**config.mk**
```make
export PLATFORM = sky130hd
export DESIGN_NAME = rst_supervisor
export DESIGN_NICKNAME = d
export VERILOG_FILES = /design/src/rtl/sup_pkg.sv /design/src/rtl/sup_uv_filter.sv /design/src/rtl/sup_stretch.sv /design/src/rtl/sup_wdog.sv /design/src/rtl/rst_supervisor.sv
export SDC_FILE = /design/constraint.sdc
export NUM_CORES = 1
export LEC_CHECK = 0
export ABC_AREA = 1
export BUFFER_PORTS_ARGS = -buffer_cell sky130_fd_sc_hd__buf_2
export CORE_ASPECT_RATIO = 1.75
export CORE_MARGIN = 1
export CORE_UTILIZATION = 45
export CTS_CLUSTER_SIZE = 16
export DETAILED_ROUTE_END_ITERATION = 8
export PLACE_DENSITY = 0.64
export SLEW_MARGIN = 20
export SYNTH_ARGS = -nofsm -noshare
export SYNTH_HDL_FRONTEND = slang
export SYNTH_SLANG_ARGS = --single-unit
export TNS_END_PERCENT = 1
```
**constraint.sdc**
```tcl
create_clock -name clk -period 2.8 [get_ports clk]
set_input_delay 0.42 -clock clk [delete_from_list [all_inputs] [get_ports clk]]
set_output_delay 0.42 -clock clk [all_outputs]
set_load 0.01 [all_outputs]
```
**src/rtl/sup_pkg.sv**
```systemverilog
package sup_pkg;

  // Cycles spanned by a duration in ns at a given clock; never less than one.
  function automatic int unsigned ns_to_cyc(longint unsigned hz, longint unsigned ns);
    longint unsigned c;
    c = (hz * ns) / 64'd1_000_000_000;
    if (c == 0) c = 1;
    return 32'(c);
  endfunction

  // Bits needed to hold values 0..n.
  function automatic int unsigned cnt_bits(int unsigned n);
    return (n < 2) ? 1 : $clog2(n + 1);
  endfunction

endpackage

```
**src/rtl/sup_uv_filter.sv**
```systemverilog
module sup_uv_filter #(
  parameter int unsigned GLITCH_CYC = 4
) (
  input  logic clk,
  input  logic rst_n,
  input  logic uv_in,
  output logic uv_flt
);
  localparam int unsigned GW = sup_pkg::cnt_bits(GLITCH_CYC);

  logic [GW-1:0] run;

  // Consecutive high samples, saturating at the window length.
  always_ff @(posedge clk or negedge rst_n) begin
    if (!rst_n)                     run <= '0;
    else if (!uv_in)                run <= '0;
    else if (run != GW'(GLITCH_CYC)) run <= run + 1'b1;
  end

  assign uv_flt = (run == GW'(GLITCH_CYC));
endmodule

```
**src/rtl/sup_stretch.sv**
```systemverilog
module sup_stretch #(
  parameter int unsigned STRETCH_CYC = 16
) (
  input  logic clk,
  input  logic rst_n,
  input  logic load,
  output logic busy
);
  localparam int unsigned SW = sup_pkg::cnt_bits(STRETCH_CYC);

  logic [SW-1:0] left;

  // Starts full so power-up behaves like any other reset cause.
  always_ff @(posedge clk or negedge rst_n) begin
    if (!rst_n)          left <= SW'(STRETCH_CYC);
    else if (load)       left <= SW'(STRETCH_CYC);
    else if (left != '0) left <= left - 1'b1;
  end

  assign busy = (left != '0);
endmodule

```
**src/rtl/sup_wdog.sv**
```systemverilog
module sup_wdog #(
  parameter int unsigned WDOG_CYC = 64,
  parameter int unsigned WW       = sup_pkg::cnt_bits(WDOG_CYC)
) (
  input  logic          clk,
  input  logic          rst_n,
  input  logic          hold,
  input  logic          wd_kick,
  output logic          kick_edge,
  output logic          bite,
  output logic [WW-1:0] count
);
  logic kick_q;

  always_ff @(posedge clk or negedge rst_n) begin
    if (!rst_n) kick_q <= 1'b0;
    else        kick_q <= wd_kick;
  end

  assign kick_edge = wd_kick ^ kick_q;
  assign bite      = !hold && !kick_edge && (count == WW'(WDOG_CYC - 1));

  always_ff @(posedge clk or negedge rst_n) begin
    if (!rst_n)                          count <= '0;
    else if (hold || kick_edge || bite)  count <= '0;
    else                                 count <= count + 1'b1;
  end
endmodule

```
**src/rtl/rst_supervisor.sv**
```systemverilog
module rst_supervisor #(
  parameter bit              ACTIVE_HIGH = 1'b0,
  parameter longint unsigned CLK_HZ      = 200_000_000,
  parameter int unsigned     STRETCH_CYC = sup_pkg::ns_to_cyc(CLK_HZ, 200_000_000),
  parameter int unsigned     WDOG_CYC    = sup_pkg::ns_to_cyc(CLK_HZ, 1_600_000_000),
  parameter int unsigned     GLITCH_CYC  = sup_pkg::ns_to_cyc(CLK_HZ, 100)
) (
  input  logic clk,
  input  logic rst_n,
  input  logic uv_in,
  input  logic pin_sense,
  input  logic wd_kick,
  output logic rst_out,
  output logic wr_lock
);
  localparam int unsigned WW = sup_pkg::cnt_bits(WDOG_CYC);

  logic          uv_flt;
  logic          busy;
  logic          rst_act;
  logic          ext_lvl;
  logic          wd_bite;
  logic          kick_edge;
  logic [WW-1:0] wd_cnt;
  logic          pin_act;

  sup_uv_filter #(.GLITCH_CYC(GLITCH_CYC)) u_filt (
    .clk(clk), .rst_n(rst_n), .uv_in(uv_in), .uv_flt(uv_flt)
  );

  // Own drive is visible on the pin, so the readback is only honoured when idle.
  assign pin_act = ACTIVE_HIGH ? pin_sense : !pin_sense;
  assign ext_lvl = pin_act && !rst_act;

  sup_stretch #(.STRETCH_CYC(STRETCH_CYC)) u_str (
    .clk(clk), .rst_n(rst_n), .load(uv_flt | wd_bite | ext_lvl), .busy(busy)
  );

  assign rst_act = uv_flt | busy;

  sup_wdog #(.WDOG_CYC(WDOG_CYC), .WW(WW)) u_wd (
    .clk(clk), .rst_n(rst_n), .hold(rst_act), .wd_kick(wd_kick),
    .kick_edge(kick_edge), .bite(wd_bite), .count(wd_cnt)
  );

  generate
    if (ACTIVE_HIGH) begin : g_hi
      assign rst_out = rst_act;
    end else begin : g_lo
      assign rst_out = !rst_act;
    end
  endgenerate

  assign wr_lock = uv_flt;
endmodule

```
==> flow_summary.yaml <==
route:
  final_antenna_net_count: 0
  drt_pre_antenna_iters: 4
  drt_iter0_drc: 181
  wl_mm: 8.65
  vias: 3162
  wl_per_cell_um: 14.0
  vias_per_cell: 5.12
  drc: 0
setup_path:
  max_stage_delay_ns: 0.39
  arrival_ns: 1.76
  cp_data_required_time_ns: 2.38
  worst-path-max-fanout: 10
  path_cells: "inv_1 > ha_1 > nand2_2 > nor2_8 > nand3_4 > nor2_2 > buf_2"
  cp-start-kind: "register"
  slowest_stage: "dfrtp_1"
  critPathCaptureType: "output pin"
  rr_worst_depth: 8
  crit_type: "register to output pin"
yosys:
  netlist_area_sq_um: 3750
  synth.top_cell.area_share_pct: 35.3
  synthesis.nets: 516
  syn_area_per_cell_sq_um: 7.40
  synthDistinctLibCells: 28
  synth-seq-cells: 61
  synth_area_leaders: "dfrtp_1, nand2_1, nor2_1"
  synth_top_area_cell: "dfrtp_1"
  ys_seq_area_share_pct: 40.9
  synthCells: 507
  yosys_warnings: 0
finish:
  drive_above_1_share_pct: 13.4
  area_growth_pct: 12.0
  n_antenna_cell: 0
  post-route-cell-area_sq_um: 4200
  final_common_cell: "nand2_1"
  fin_nets: 532
  layout.cells.non_filler: 618
  final_cell_mix: "nand2_1, nor2_1, inv_1, dfrtp_1, nand3_1"
cts:
  cts-root-buf: "clkbuf_16"
  insertion_delay_ns: 0.33
  cts_inserted_buffers: 9
  clock_sinks: 61
  cts_setup_buffers: 0
  htree_levels: 3
  cts_buffer_depth: 2
  cts_tree: "yes"
  ctsResizeCount: 0
  clk_pin_slew_ns: 0.06
  postCtsHoldBufs: 0
sta:
  holdWs_ns: 0.228
  fin_crit_sh_pct: 77.8
  slew_violations: 0
  period_needed_ns: 2.18
  final.setup.tns_ns: 0
  fmax_mhz: 459
  rsz0062_at_grt: "false"
  tightest_slew_ns: 0.771
  finalClockSkew_ns: 0.00804
  hold_violations: 0
  relSlewSlack_pct: 48.6
  setup_viol: 0
status:
  outcome: "finished, final reports clean"
global_route:
  antenna_found_initial: 0
  grt_start_max_net_pins: 62
  grt_pass1_vias: 3115
  gr-total-overflow: 0
  grt_first_pass_wirelength_mm: 14.6
  grtUsageTotal_pct: 22.2
floorplan:
  io_pins: 7
  die_w_um: 71.0
  die_y_um: 123
  core.rowCount: 43
  coreArea_sq_um: 8020
  start_util_pct: 46.8
  die-area_sq_um: 8720
min_path:
  min_path_cells: 1
  hp-class: "input pin to register"
placed_design:
  dp_cells: 602
  io_buffers: 6
  place_congestion: 0.922
  dp_hpwl_mm: 6.62
  placed_area_sq_um: 3880
pwr:
  peakVddDrop_mv: 0.363
  p_leak_nw: 1.89
  power_density_nw_per_um2: 514
run:
  drv_cap: 0
[worst max-delay path, delay by kind of cell (launching register included)]
family        cells  cell delay, ns
simple gates      4            0.59
flops             1            0.39
buf+inv           2            0.23
fa+ha+maj         1            0.20
[Yosys cell counts, drive strengths merged]
cell type	n
nor2	132
nand2	113
inv	70
dfrtp	53
nand3	40
xor2	20
o21ai	16
nand4	14
a21oi	11
nor3	11
dfstp	8
xnor2	5
ha	4
a31oi	3
buf	3
a21o	1
nand3b	1
o21bai	1
or2	1
[sequential cells by signal, summed over array words and instances, names as in the netlist]
name         flops
u_filt.run       5
u_str.left      26
u_wd.count      29
u_wd.kick_q      1
[path summary, 6_finish.rpt]
kind / end / startpoint / slack, ns
min reg2reg: u_wd.count[25]$_DFF_PN0_ / u_wd.count[25]$_DFF_PN0_ / 0.48
min: u_wd.kick_q$_DFF_PN0_ / wd_kick / 0.23
min in group asynchronous: u_str.left[23]$_DFFE_PN0P_ / rst_n / 0.24
max reg2reg: u_str.left[7]$_DFFE_PN0P_ / u_wd.count[0]$_DFF_PN0_ / 0.76
max in group asynchronous: u_wd.count[21]$_DFF_PN0_ / rst_n / 2.04
max: rst_out / u_str.left[0]$_DFFE_PN0P_ / 0.62
[kinds of logic (layout without fill, tap and decap cells)]
logic type	count (synthesis)	count (layout)	synth area share, %
compound gates	32	32	4.50
buf+inv	73	94	7.90
flops	61	61	40.9
simple gates	312	312	39.5
xor+xnor	25	25	5.84
fa+ha+maj	4	4	1.33
[metal layers]
metal  wire length [um]  share of wire (%)  global-route usage [%]
met5                  0                  0                       0
met3                192                2.2                    4.76
met2               4830                 56                    42.6
met1               3260                 38                    21.4
met4                374                4.3                    12.9
[report_power, final]
group          leakage, nW  switching (W)   total, W  internal, W
logic                0.954      0.0000318  0.0000439    0.0000121
registers            0.769     0.00000858   0.000900     0.000892
clock network        0.163       0.000391    0.00121     0.000824
[stage by stage]
stage | setup slack [ns] | total power (W) | util (%)
after floorplan | 1.03 | 0.000932 | -
after CTS | 0.589 | 0.00219 | 52.4
after detailed placement | 0.749 | 0.000961 | 48.4
after global placement | 0.817 | 0.000959 | 48.4
after global routing | 0.473 | 0.00223 | 52.4
final | 0.621 | 0.00216 | 52.4
[cell type report]
class                   instances  area [sq um]
multi-input cells             373          1920
flip-flops and latches         61          1540
inverters                      70           263
fillers                       749          3810
clock buffers                  12           256
clock inverters                 4          70.1
well taps                      90           113
repair buffers                  8          45.0
(Power assumes the default switching activity.)
